$ cat src/rtl/skip_micro_pkg.sv
package skip_micro_pkg;

  // micro-op bit positions inside the low byte of the word
  localparam int unsigned POS_CLEAR  = 7;
  localparam int unsigned POS_NEG    = 6;
  localparam int unsigned POS_ZERO   = 5;
  localparam int unsigned POS_LINK   = 4;
  localparam int unsigned POS_INVERT = 3;
  localparam int unsigned POS_SWITCH = 2;
  localparam int unsigned POS_HALT   = 1;
  localparam int unsigned POS_GROUP0 = 0;

  localparam int unsigned OPC_W      = 3;
  localparam logic [OPC_W-1:0] OPC_OPERATE = 3'b111;

  typedef struct packed {
    logic test_neg;
    logic test_zero;
    logic test_link;
    logic invert;
    logic clear;
    logic or_switch;
    logic halt;
  } micro_ops_t;

endpackage

$ cat src/rtl/skip_decode.sv
module skip_decode
  import skip_micro_pkg::*;
#(
  parameter int unsigned WORD_W = 12
) (
  input  logic [WORD_W-1:0] instr_i,
  output logic              member_o,
  output micro_ops_t        ops_o
);
  localparam int unsigned OPC_HI  = WORD_W - 1;
  localparam int unsigned OPC_LO  = WORD_W - OPC_W;
  localparam int unsigned GRP_BIT = WORD_W - OPC_W - 1;

  function automatic logic in_family(input logic [WORD_W-1:0] w);
    return (w[OPC_HI:OPC_LO] == OPC_OPERATE) && w[GRP_BIT] && !w[POS_GROUP0];
  endfunction

  always_comb begin
    member_o        = in_family(instr_i);
    ops_o.test_neg  = instr_i[POS_NEG];
    ops_o.test_zero = instr_i[POS_ZERO];
    ops_o.test_link = instr_i[POS_LINK];
    ops_o.invert    = instr_i[POS_INVERT];
    ops_o.clear     = instr_i[POS_CLEAR];
    ops_o.or_switch = instr_i[POS_SWITCH];
    ops_o.halt      = instr_i[POS_HALT];
  end
endmodule

$ cat src/rtl/skip_cond.sv
module skip_cond
  import skip_micro_pkg::*;
#(
  parameter int unsigned WORD_W = 12
) (
  input  logic [WORD_W-1:0] acc_i,
  input  logic              link_i,
  input  micro_ops_t        ops_i,
  output logic              any_hit_o,
  output logic              skip_o
);
  localparam int unsigned SIGN_BIT = WORD_W - 1;

  function automatic logic cond_any(input logic [WORD_W-1:0] a, input logic l,
                                    input micro_ops_t o);
    logic neg_t, zero_t, link_t;
    neg_t  = o.test_neg  && a[SIGN_BIT];
    zero_t = o.test_zero && (a == '0);
    link_t = o.test_link && l;
    return neg_t || zero_t || link_t;
  endfunction

  always_comb begin
    any_hit_o = cond_any(acc_i, link_i, ops_i);
    skip_o    = any_hit_o ^ ops_i.invert;
  end
endmodule

$ cat src/rtl/acc_merge.sv
module acc_merge
  import skip_micro_pkg::*;
#(
  parameter int unsigned WORD_W = 12
) (
  input  logic [WORD_W-1:0] acc_i,
  input  logic [WORD_W-1:0] switch_i,
  input  micro_ops_t        ops_i,
  output logic [WORD_W-1:0] acc_o
);
  function automatic logic [WORD_W-1:0] merge(input logic [WORD_W-1:0] a,
                                              input logic [WORD_W-1:0] s,
                                              input logic clr, input logic osr);
    logic [WORD_W-1:0] t;
    t = clr ? '0 : a;
    if (osr) t = t | s;
    return t;
  endfunction

  always_comb acc_o = merge(acc_i, switch_i, ops_i.clear, ops_i.or_switch);
endmodule

$ cat src/rtl/skip_micro_unit.sv
module skip_micro_unit
  import skip_micro_pkg::*;
#(
  parameter int unsigned WORD_W = 12
) (
  input  logic              clk,
  input  logic              rst_n,
  input  logic              valid_in,
  input  logic [WORD_W-1:0] instr_in,
  input  logic [WORD_W-1:0] acc_in,
  input  logic              link_in,
  input  logic [WORD_W-1:0] switch_in,
  output logic [WORD_W-1:0] acc_out,
  output logic              skip_pulse,
  output logic              halt_req
);
  logic              is_member;
  micro_ops_t        ops;
  logic              any_hit;
  logic              skip_want;
  logic [WORD_W-1:0] acc_next;
  logic              fire;
  logic              no_test_sel;

  skip_decode #(.WORD_W(WORD_W)) u_dec (
    .instr_i (instr_in),
    .member_o(is_member),
    .ops_o   (ops)
  );

  skip_cond #(.WORD_W(WORD_W)) u_cond (
    .acc_i    (acc_in),
    .link_i   (link_in),
    .ops_i    (ops),
    .any_hit_o(any_hit),
    .skip_o   (skip_want)
  );

  acc_merge #(.WORD_W(WORD_W)) u_acc (
    .acc_i   (acc_in),
    .switch_i(switch_in),
    .ops_i   (ops),
    .acc_o   (acc_next)
  );

  assign fire        = valid_in && is_member;
  assign no_test_sel = !(ops.test_neg || ops.test_zero || ops.test_link);

  always_ff @(posedge clk or negedge rst_n) begin
    if (!rst_n) begin
      acc_out    <= '0;
      skip_pulse <= 1'b0;
      halt_req   <= 1'b0;
    end else begin
      skip_pulse <= fire && skip_want;
      halt_req   <= fire && ops.halt;
      if (valid_in) acc_out <= is_member ? acc_next : acc_in;
    end
  end

  // pulses only follow a valid cycle
  assert_skip_needs_valid_R10: assert property (@(posedge clk) disable iff (!rst_n)
    skip_pulse |-> $past(valid_in));
  assert_hold_when_idle_R10: assert property (@(posedge clk) disable iff (!rst_n)
    !valid_in |=> $stable(acc_out));
  assert_halt_from_bit_R9: assert property (@(posedge clk) disable iff (!rst_n)
    halt_req |-> $past(valid_in && instr_in[POS_HALT]));
  // words outside the family are inert
  assert_foreign_quiet_R2: assert property (@(posedge clk) disable iff (!rst_n)
    (valid_in && !is_member) |=> (!skip_pulse && !halt_req));
  assert_foreign_pass_R2: assert property (@(posedge clk) disable iff (!rst_n)
    (valid_in && !is_member) |=> (acc_out == $past(acc_in)));
  // empty selection: the sense bit alone decides
  assert_empty_sense_R6: assert property (@(posedge clk) disable iff (!rst_n)
    (fire && no_test_sel) |=> (skip_pulse == $past(ops.invert)));
  // a hit with normal sense always skips
  assert_hit_skips_R6: assert property (@(posedge clk) disable iff (!rst_n)
    (fire && any_hit && !ops.invert) |=> skip_pulse);
  assert_clear_only_R7: assert property (@(posedge clk) disable iff (!rst_n)
    (fire && ops.clear && !ops.or_switch) |=> (acc_out == '0));
  assert_clear_or_R8: assert property (@(posedge clk) disable iff (!rst_n)
    (fire && ops.clear && ops.or_switch) |=> (acc_out == $past(switch_in)));
endmodule

$ cat config.mk
export PLATFORM = sky130hd
export DESIGN_NAME = skip_micro_unit
export DESIGN_NICKNAME = d
export VERILOG_FILES = /design/src/rtl/skip_micro_pkg.sv /design/src/rtl/skip_decode.sv /design/src/rtl/skip_cond.sv /design/src/rtl/acc_merge.sv /design/src/rtl/skip_micro_unit.sv
export SDC_FILE = /design/constraint.sdc
export NUM_CORES = 1
export LEC_CHECK = 0
export ABC_AREA = 1
export ABC_CLOCK_PERIOD_IN_PS = 800
export BUFFER_PORTS_ARGS = -buffer_cell sky130_fd_sc_hd__clkbuf_2
export CORE_UTILIZATION = 40
export DETAILED_ROUTE_END_ITERATION = 7
export GPL_TIMING_DRIVEN = 0
export HOLD_SLACK_MARGIN = 0.05
export PLACE_DENSITY = 0.85
export SYNTH_ARGS = -nofsm -noshare
export SYNTH_HDL_FRONTEND = slang
export SYNTH_SLANG_ARGS = --single-unit
$ cat constraint.sdc
create_clock -name clk -period 0.8 [get_ports clk]
set_input_delay 0.04 -clock clk [delete_from_list [all_inputs] [get_ports clk]]
set_output_delay 0.04 -clock clk [all_outputs]
set_load 0.005 [all_outputs]
==> flow_summary_export.csv, run 1 <==
group,metric,value,unit
route,wl_per_cell,11.01,um
setup_path,slowest_stage,"dfrtp_1",
route,num_vias,1006,
power_and_ir_drop,power.share.combinational,24.1,%
logic_synthesis,synth_warnings,0,
power_and_ir_drop,p_sw,0.0004573,W
cells_and_area,nets,228,
sta,post-route-period-util,103.9,%
cells_and_area,utilization,68.04,%
power_and_ir_drop,ir_worst_vdd,0.001179,V
power_and_ir_drop,p_seq_share,46.2,%
floorplanning,fp-row-count,15,
power_and_ir_drop,switching_share,26.66,%
cts,numClockSinks,14,
logic_synthesis,synth_cells,119,
global_route,first_global_vias,911,
logic_synthesis,synth-compound-area-share,0.6154,%
cts,cts_buffer_depth,2,
setup_path,crit_chain,"clkbuf_2",
floorplanning,dieArea,2217,sq um
setup_path,worstPathRequired,0.76,ns
sta,setup_viol,11,
logic_synthesis,synth_top_family_by_area,"simple AND/OR/NAND/NOR gates",
global_route,grt_pass1_wl,3429,um
power_and_ir_drop,leakagePower,0.7729,nW
sta,fin_skew,0,ns
sta,setup_slack,-0.03123,ns
place,placed_cells,197,
floorplanning,die_h,47.09,um
global_route,grt_max_degree,15,
hold_path,min_to,"halt_req",
global_route,antenna_found_initial,0,
setup_path,rr_worst_depth,3,
logic_synthesis,netlist_area,813.3,sq um
power_and_ir_drop,clockPowerShare,29.7,%
logic_synthesis,synth.avg_cell_area,6.834,sq um
place,port_buffers,53,
sta,slew_viol_final,0,
cells_and_area,antennaDiodeCount,0,
cells_and_area,finalNonFillerCells,212,
setup_path,cp-end-kind,"primary output",
logic_synthesis,synth.area.mux_share,0,%
route,drt_iter0_drc,25,
floorplanning,die_w,47.09,um
sta,fmax,1203,MHz
setup_path,path_buf_inv,1,
cts,cts-htree-levels,1,
run_status,failed_checks,"negative setup slack",
sta,rsz0062_at_grt,"yes",
setup_path,r2r_start,"acc_out[4]",
route,routed_wl,2334,um
route,drtAntennaViolNets,0,
cells_and_area,final_area,1239,sq um
route,vias_per_cell,4.745,
setup_path,criticalPathCategory,"flip-flop to primary output",
cells_and_area,area_growth,52.31,%
hold_path,min_path_cells,3,
cts,cts_tree,"done",
global_route,grt.overflow.total,0,
setup_path,critPathTopFamily,"flip-flops",
global_route,track_usage,22.19,%
floorplanning,coreArea,1821,sq um
floorplanning,start_util,44.67,%
sta,finalHoldViolCount,0,
cts,numCtsBuffers,3,
setup_path,regToRegSetupSlack,0.07,ns
setup_path,worst-path-max-fanout,2,
cells_and_area,final_layout_size_suffix_gt1_share,39.04,%
run_status,outcome,"finished with violations",
power_and_ir_drop,p_per_area,1385,nW/um^2
logic_synthesis,synthSimpleGateAreaFrac,49.08,%
logic_synthesis,ys_seq_area_share,43.08,%
setup_path,worstSetupStartpointType,"flip-flop",
sta,tightest_slew,0.3576,ns
flow_run,drv_cap,0,
logic_synthesis,synth_nets,159,
place,dpl.hpwl,1820,um
setup_path,crit_arrival,0.79,ns
cts,path_clk_slew,0.09,ns
cts,clk_latency,0.27,ns
place,place_ws,-0.1751,ns
logic_synthesis,synth_cell_types,13,
sta,relSlewSlack,76.16,%
setup_path,rr_endpoint,"acc_out[4]",
cts,root_buffer,"clkbuf_4",
route,drc_errors,0,
logic_synthesis,synthAdderAreaFrac,0,%
place,gp_congestion,0.7664,
sta,tns,-0.1459,ns
route,dr.pass1.iters,4,
power_and_ir_drop,internal_power,0.001258,W
floorplanning,io_pins,54,
logic_synthesis,ys_ff_latch,14,
logic_synthesis,synthXorXnorAreaFrac,0,%
hold_path,min-delay-start,"valid_in",
cts,post_cts.resized_instances,0,
sta,finalCriticalPeriod,0.8312,ns
place,placedInstanceArea,1110,sq um
hold_path,min_path_type,"primary input to flip-flop",
setup_path,slowest_delay,0.39,ns
## sequential cells by signal, indices dropped and copies added (netlist names)
name,flops
halt_req,1
acc_out,12
skip_pulse,1
## timing repair
| action | in CTS | in global routing |
|---|---|---|
| endpoints found under the setup margin | 14 | 14 |
| hold buffers | 4 | 0 |
| endpoints found under the hold margin | 17 | 0 |
| setup buffers | 4 | 3 |
## how the worst max path moves through the flow
| stage | from | end | slack, ns | depth (start not counted) |
|---|---|---|---|---|
| finish | acc_out[4] | acc_out[4] | -0.03 | 1 |
| global route | acc_out[4] | acc_out[4] | -0.07 | 1 |
| CTS | acc_out[7] | acc_out[7] | -0.03 | 1 |
| detailed placement | instr_in[11] | acc_out[3] | -0.18 | 9 |
| global placement | instr_in[11] | acc_out[8] | -0.15 | 9 |
| floorplan | instr_in[11] | acc_out[0] | 0.01 | 8 |
## Yosys cell counts
cell type,instances,area [sq um]
a21oi_1,1,5.000
buf_2,2,10.01
buf_6,3,33.78
dfrtp_1,14,350.3
inv_1,3,11.26
inv_2,1,3.750
nand2_1,70,262.8
nand2_4,1,11.26
nand3_1,13,65.06
nand4_2,1,12.51
nor2_1,8,30.03
nor2_4,1,11.26
or2_1,1,6.260
## layout by cell type (no fill, tap or decap)
| master | instances |
|---|---|
| a21oi_1 | 1 |
| buf_2 | 2 |
| buf_4 | 7 |
| buf_6 | 3 |
| clkbuf_2 | 53 |
| clkbuf_4 | 3 |
| clkbuf_8 | 1 |
| dfrtp_1 | 14 |
| dlygate4sd3_1 | 4 |
| inv_1 | 3 |
| inv_2 | 1 |
| nand2_1 | 70 |
| nand2_4 | 1 |
| nand3_1 | 13 |
| nand4_2 | 1 |
| nor2_1 | 8 |
| nor2_4 | 1 |
| or2_1 | 1 |
## worst register-to-register path, delay by kind of cell, from the launching register on
kind | cells | cell delay (ns)
DFF | 1 | 0.39
buffers and inverters | 1 | 0.13
and+or+nand+nor | 2 | 0.11
## cell type report
type / instances / area (sq um)
Multi-Input combinational cell: 96 / 404.1
Sequential cell: 14 / 350.3
Buffer: 5 / 43.79
Clock buffer: 4 / 36.28
Fill cell: 170 / 581.8
Inverter: 4 / 15.01
Tap cell: 25 / 31.28
Timing Repair Buffer: 64 / 357.8
## cells by family (layout without fill, tap and decap cells)
kind of cell	Yosys count	in the layout
AND/OR/NAND/NOR	95	95
flip-flops	14	14
buffers and inverters	9	77
AO/OA/AOI/OAI	1	1
## through the flow
stage          hold WS, ns  power (W)
6_report           0.05371   0.001715
2_1_floorplan      -0.2556  0.0009452
3_5_place_dp      -0.03846   0.001157
5_1_grt            0.06324   0.001810
4_1_cts            0.05030   0.001709
3_3_place_gp      -0.04749   0.001144
## layer usage
layer / up-vias / GRT usage (%) / part of all wire (%)
met5: - / 0 / 0
met1: 452 / 23.68 / 44
met2: 46 / 42.78 / 51
met3: 4 / 3.462 / 4.5
met4: 0 / 9.143 / 0.90
li1: 504 / - / -
## power groups by stage
stage	logic, W	clock network (W)	registers, W
CTS	0.000393	0.000523	0.000793
finish	0.000413	0.000509	0.000793
detailed placement	0.000349	0	0.000808
floorplan	0.000134	0	0.000812
global placement	0.000339	0	0.000805
global route	0.000464	0.000546	0.000800
(Power assumes the default switching activity.)
==> run 2, diff against run 1 <==
--- a/config.mk
+++ b/config.mk
@@ -8,11 +8,13 @@
 export ABC_AREA = 1
 export ABC_CLOCK_PERIOD_IN_PS = 800
 export BUFFER_PORTS_ARGS = -buffer_cell sky130_fd_sc_hd__clkbuf_2
-export CORE_UTILIZATION = 40
+export CORE_MARGIN = 3
+export CORE_UTILIZATION = 45
 export DETAILED_ROUTE_END_ITERATION = 7
 export GPL_TIMING_DRIVEN = 0
 export HOLD_SLACK_MARGIN = 0.05
-export PLACE_DENSITY = 0.85
+export PLACE_DENSITY = 0.87
 export SYNTH_ARGS = -nofsm -noshare
 export SYNTH_HDL_FRONTEND = slang
+export SYNTH_HIERARCHICAL = 1
 export SYNTH_SLANG_ARGS = --single-unit
==> flow_summary_export.csv, run 2 <==
group,metric,value,unit
setup_path,crit_arrival,0.79,ns
route,drc_errors,0,
cts,clk_latency,0.28,ns
setup_path,worstSetupStartpointType,"flip-flop",
cells_and_area,final_common_cell,"nand2_1",
global_route,first_global_vias,1000,
setup_path,critPathTopFamily,"flip-flops",
logic_synthesis,ys_top_cells_by_count,"93 x nand2_1, 30 x inv_1, 14 x dfrtp_1, 14 x nand3_1, 8 x buf_4",
sta,slew_viol_final,0,
logic_synthesis,netlist_area,1057,sq um
setup_path,worst-path-max-fanout,2,
cells_and_area,antennaDiodeCount,0,
logic_synthesis,synth_edf_count,0,
hold_path,min_path_type,"primary input to flip-flop",
setup_path,slowest_delay,0.39,ns
power_and_ir_drop,ir_worst_vdd,0.0007416,V
logic_synthesis,synth_nets,218,
cts,root_buffer,"clkbuf_4",
logic_synthesis,synth_cells,178,
cts,numCtsBuffers,3,
route,drt_iter0_drc,33,
setup_path,cp-end-kind,"primary output",
sta,finalCriticalPeriod,0.8269,ns
floorplanning,die_w,54.47,um
floorplanning,coreArea,2082,sq um
setup_path,path_buf_inv,1,
global_route,antenna_found_initial,0,
cells_and_area,area_growth,36.69,%
power_and_ir_drop,power,0.001820,W
cts,cts_buffer_depth,2,
setup_path,worstPathRequired,0.76,ns
cells_and_area,layout_common_cells,"93 x nand2_1, 46 x clkbuf_2, 30 x inv_1",
cells_and_area,largest_reg_flops,12,
sta,fmax,1209,MHz
logic_synthesis,synth_warnings,6,
logic_synthesis,synth.avg_cell_area,5.940,sq um
logic_synthesis,synth.area.top_cells,"dfrtp_1 33%, nand2_1 33%, inv_1 11%",
floorplanning,dieArea,2967,sq um
route,drtAntennaViolNets,0,
logic_synthesis,ys_ff_latch,14,
logic_synthesis,ys_seq_area_share,33.14,%
cells_and_area,finalNonFillerCells,265,
floorplanning,start_util,50.78,%
place,gp_congestion,0.7765,
sta,setup_viol,12,
route,vias_per_cell,4.449,
cts,cts_tree,"done",
flow_run,drv_cap,0,
global_route,track_usage,19.26,%
place,placed_cells,251,
global_route,grt_max_degree,15,
global_route,grt_pass1_wl,4153,um
sta,tns,-0.1415,ns
sta,setup_slack,-0.02686,ns
route,routed_wl,2529,um
setup_path,cp-startpoint,"acc_out[1]",
route,wl_per_cell,9.543,um
sta,relSlewSlack,75.70,%
sta,rsz0062_at_grt,"yes",
setup_path,crit_chain,"clkbuf_2",
logic_synthesis,synthArstFlopShare,100.0,%
sta,tightest_slew,0.3645,ns
sta,post-route-period-util,103.4,%
cells_and_area,top_register,"acc_out",
global_route,grt.overflow.total,0,
sta,fin_skew,0,ns
setup_path,r2r_start,"acc_out[5]",
power_and_ir_drop,p_per_area,1260,nW/um^2
logic_synthesis,yosysMostFrequentCell,"nand2_1",
logic_synthesis,synthFlopType,"dfrtp_1",
cells_and_area,final_layout_size_suffix_gt1_share,31.51,%
cts,numClockSinks,14,
floorplanning,io_pins,54,
run_status,failed_checks,"negative setup slack",
power_and_ir_drop,leakagePower,0.9691,nW
route,num_vias,1179,
route,dr.pass1.iters,4,
logic_synthesis,synth_area_leader_cell,"dfrtp_1",
logic_synthesis,synth_top_area_share,33.14,%
cts,cts-htree-levels,1,
run_status,outcome,"finished with violations",
cts,path_clk_slew,0.09,ns
setup_path,criticalPathCategory,"flip-flop to primary output",
logic_synthesis,synth_cell_types,14,
cells_and_area,reg_top3,"acc_out x12, halt_req x1, skip_pulse x1",
floorplanning,fp-row-count,16,
hold_path,min-delay-start,"valid_in",
place,dpl.hpwl,1995,um
floorplanning,die_h,54.47,um
setup_path,slowest_stage,"dfrtp_1",
cells_and_area,nets,279,
sta,finalHoldViolCount,0,
place,port_buffers,46,
## run 2: repair_timing
item / 4_1_cts / 5_1_grt
buffers inserted: 7 / 0
hold buffers: 3 / 0
cloned: 0 / 0
hold endpoints to repair: 16 / 0
endpoints found under the setup margin: 13 / 18
resized for setup: 0 / 1
## run 2: kinds of logic after synthesis
| logic type | Yosys count | share of synthesized area [%] |
|---|---|---|
| buf+inv | 45 | 21.18 |
| flops | 14 | 33.14 |
| simple gates | 119 | 45.68 |
## run 2: through the flow
step | area (sq um) | utilization, % | setup slack, ns | hold slack (ns)
after CTS | 1440 | 69.17 | -0.03185 | 0.05145
after global routing | 1445 | 69.41 | -0.06683 | 0.08753
after floorplan | 1057 | - | 0.003441 | -0.2556
final | 1445 | 69.41 | -0.02686 | 0.05472
after detailed placement | 1321 | 63.46 | -0.2189 | -0.03221
after global placement | 1321 | 63.46 | -0.1943 | -0.02865
## run 2: final cells by class
type / count / area [sq um]
inverters: 32 / 120.1
multi-input cells: 119 / 488.0
plain buffers: 13 / 103.9
repair buffers: 56 / 312.8
well taps: 27 / 33.78
flip-flops and latches: 14 / 350.3
fillers: 192 / 636.9
clock buffers: 4 / 36.28
## run 2: path summary, 6_finish.rpt
| check | endpoint | slack (ns) | depth (start not counted) |
|---|---|---|---|
| worst max-delay path | acc_out[1] | -0.03 | 1 |
| worst min-delay path | acc_out[7] | 0.05 | 3 |
| worst max register to register | acc_out[5] | 0.08 | 3 |
| worst min register to register | acc_out[7] | 0.48 | 2 |
| max in group asynchronous | acc_out[7] | 0.34 | 2 |
| min in group asynchronous | acc_out[2] | 0.19 | 2 |
## run 2: where the power goes
group / leakage (nW) / switching [W] / total [W] / internal (W)
logic: 0.774 / 0.000251 / 0.000517 / 0.000266
clock network: 0.0210 / 0.000234 / 0.000511 / 0.000277
registers: 0.174 / 0.0000269 / 0.000792 / 0.000765
## run 2: layer usage
metal / track usage [%] / share of wire, % / vias up
li1: - / - / 628
met5: 0 / 0 / -
met3: 3.815 / 9.8 / 6
met1: 26.63 / 45 / 488
met4: 6.224 / 1.7 / 0
met2: 29.88 / 43 / 57
==> run 3, diff against run 2 <==
--- a/config.mk
+++ b/config.mk
@@ -6,7 +6,7 @@
 export NUM_CORES = 1
 export LEC_CHECK = 0
 export ABC_AREA = 1
-export ABC_CLOCK_PERIOD_IN_PS = 800
+export ABC_CLOCK_PERIOD_IN_PS = 900
 export BUFFER_PORTS_ARGS = -buffer_cell sky130_fd_sc_hd__clkbuf_2
 export CORE_MARGIN = 3
 export CORE_UTILIZATION = 45
==> constraint.sdc (replaced) <==
create_clock -name clk -period 0.9 [get_ports clk]
set_input_delay 0.045 -clock clk [delete_from_list [all_inputs] [get_ports clk]]
set_output_delay 0.045 -clock clk [all_outputs]
set_load 0.005 [all_outputs]
==> flow_summary_export.csv, run 3 (synthesized netlist as in run 2, its figures left out) <==
group,metric,value,unit
cells_and_area,antennaDiodeCount,0,
place,dpl.hpwl,1995,um
cells_and_area,reg_top3,"acc_out x12, halt_req x1, skip_pulse x1",
floorplanning,fp-row-count,16,
setup_path,slowest_stage,"dfrtp_1",
power_and_ir_drop,ir_worst_vdd,0.0006412,V
power_and_ir_drop,p_seq_share,45.0,%
sta,finalHoldViolCount,0,
floorplanning,io_pins,54,
sta,rsz0062_at_grt,"no",
cells_and_area,final_layout_size_suffix_gt1_share,29.57,%
power_and_ir_drop,power.share.combinational,26.0,%
power_and_ir_drop,internal_power,0.001125,W
setup_path,cp-end-kind,"primary output",
route,drtAntennaViolNets,0,
cts,path_clk_slew,0.09,ns
power_and_ir_drop,p_sw,0.0004452,W
sta,fin_skew,0,ns
global_route,grt_pass1_wl,4071,um
power_and_ir_drop,leakagePower,0.9301,nW
cells_and_area,layout_common_cells,"93 x nand2_1, 46 x clkbuf_2, 30 x inv_1",
setup_path,rr_endpoint,"acc_out[1]",
floorplanning,die_w,54.47,um
setup_path,worstPathRequired,0.85,ns
cells_and_area,largest_reg_flops,12,
cells_and_area,nets,271,
route,dr.pass1.iters,4,
sta,hold_slack,0.05688,ns
setup_path,crit_cells,1,
place,place_ws,-0.1239,ns
cts,root_buffer,"clkbuf_4",
cells_and_area,regArea,350.3,sq um
setup_path,crit_arrival,0.79,ns
floorplanning,die_h,54.47,um
sta,tightest_slew,0.3597,ns
sta,relSlewSlack,76.02,%
power_and_ir_drop,clockPowerShare,29.0,%
setup_path,worstSetupStartpointType,"flip-flop",
cells_and_area,final_common_cell,"nand2_1",
route,routed_wl,2460,um
global_route,first_global_vias,968,
global_route,antenna_found_initial,0,
place,placedInstanceArea,1321,sq um
floorplanning,start_util,50.78,%
cts,cts_tree,"done",
hold_path,min_to,"acc_out[11]",
sta,finalCriticalPeriod,0.8360,ns
power_and_ir_drop,p_per_area,1140,nW/um^2
setup_path,cp-startpoint,"acc_out[1]",
route,wl_per_cell,9.572,um
floorplanning,dieArea,2967,sq um
sta,setup_slack,0.06404,ns
sta,fmax,1196,MHz
place,port_buffers,46,
setup_path,critPathTopFamily,"flip-flops",
sta,slew_viol_final,0,
run_status,outcome,"finished, final reports clean",
route,drt_iter0_drc,27,
setup_path,worst-path-max-fanout,2,
cts,cts-htree-levels,1,
hold_path,min_path_cells,3,
cells_and_area,top_register,"acc_out",
hold_path,min-delay-start,"valid_in",
route,vias_per_cell,4.479,
power_and_ir_drop,switching_share,28.35,%
route,drc_errors,0,
global_route,grt_max_degree,15,
setup_path,rr_worst_depth,2,
setup_path,criticalPathCategory,"flip-flop to primary output",
global_route,track_usage,18.92,%
cts,clk_latency,0.28,ns
cells_and_area,fillers,208,
cells_and_area,final_area,1378,sq um
sta,post-route-period-util,92.88,%
floorplanning,coreArea,2082,sq um
setup_path,regToRegSetupSlack,0.29,ns
setup_path,path_buf_inv,1,
cts,cts_buffer_depth,2,
cts,post_cts.resized_instances,0,
hold_path,min_path_type,"primary input to flip-flop",
setup_path,slowest_delay,0.40,ns
setup_path,crit_chain,"clkbuf_2",
place,gp_congestion,0.7765,
sta,setup_viol,0,
global_route,grt.overflow.total,0,
sta,tns,0,ns
cells_and_area,area_growth,30.30,%
route,num_vias,1151,
cells_and_area,multi_input_area,483.0,sq um
flow_run,drv_cap,0,
cts,numClockSinks,14,
setup_path,r2r_start,"acc_out[1]",
cts,numCtsBuffers,3,
[run 3: cell type report]
cell class                 instances  share of cell area [%]
multi-input combinational        119                   35.06
sequential                        14                   25.43
timing repair buffer              48                   18.17
inverter                          32                   8.719
buffer                            13                   7.539
clock buffer                       4                   2.634
tap                               27                   2.452
[run 3: power groups by stage]
| stage | logic (W) | registers, W | clock network, W |
|---|---|---|---|
| after floorplan | 0.000214 | 0.000724 | 0 |
| after global placement | 0.000397 | 0.000719 | 0 |
| after detailed placement | 0.000406 | 0.000719 | 0 |
| after CTS | 0.000415 | 0.000707 | 0.000467 |
| after global routing | 0.000478 | 0.000713 | 0.000489 |
| final | 0.000408 | 0.000707 | 0.000456 |
[run 3: metrics by stage]
| stage | total power [W] | std cells | utilization (%) |
|---|---|---|---|
| 2_1_floorplan | 0.0009380 | 178 | - |
| 3_3_place_gp | 0.001116 | 251 | 63.46 |
| 3_5_place_dp | 0.001125 | 251 | 63.46 |
| 4_1_cts | 0.001589 | 257 | 66.17 |
| 5_1_grt | 0.001681 | 257 | 66.17 |
| 6_report | 0.001571 | 257 | 66.17 |
[run 3: repair_timing]
action | CTS | global route
endpoints found under the setup margin | 0 | 0
buffers inserted | 0 | 0
hold endpoints to repair | 15 | 0
hold buffers | 2 | 0
[run 3: per-layer routing]
metal / track usage (%) / up-vias / part of all wire [%]
met4: 6.224 / 0 / 0.93
met3: 3.815 / 2 / 11
li1: - / 614 / -
met2: 29.28 / 58 / 43
met1: 26.13 / 477 / 45
met5: 0 / - / 0
[run 3: worst max-delay path by stage]
stage                  endpoint  slack [ns]
floorplan            skip_pulse         0.1
global placement     acc_out[0]        -0.1
detailed placement   acc_out[3]       -0.12
CTS                 acc_out[11]        0.06
global route         acc_out[2]        0.02
finish               acc_out[1]        0.06
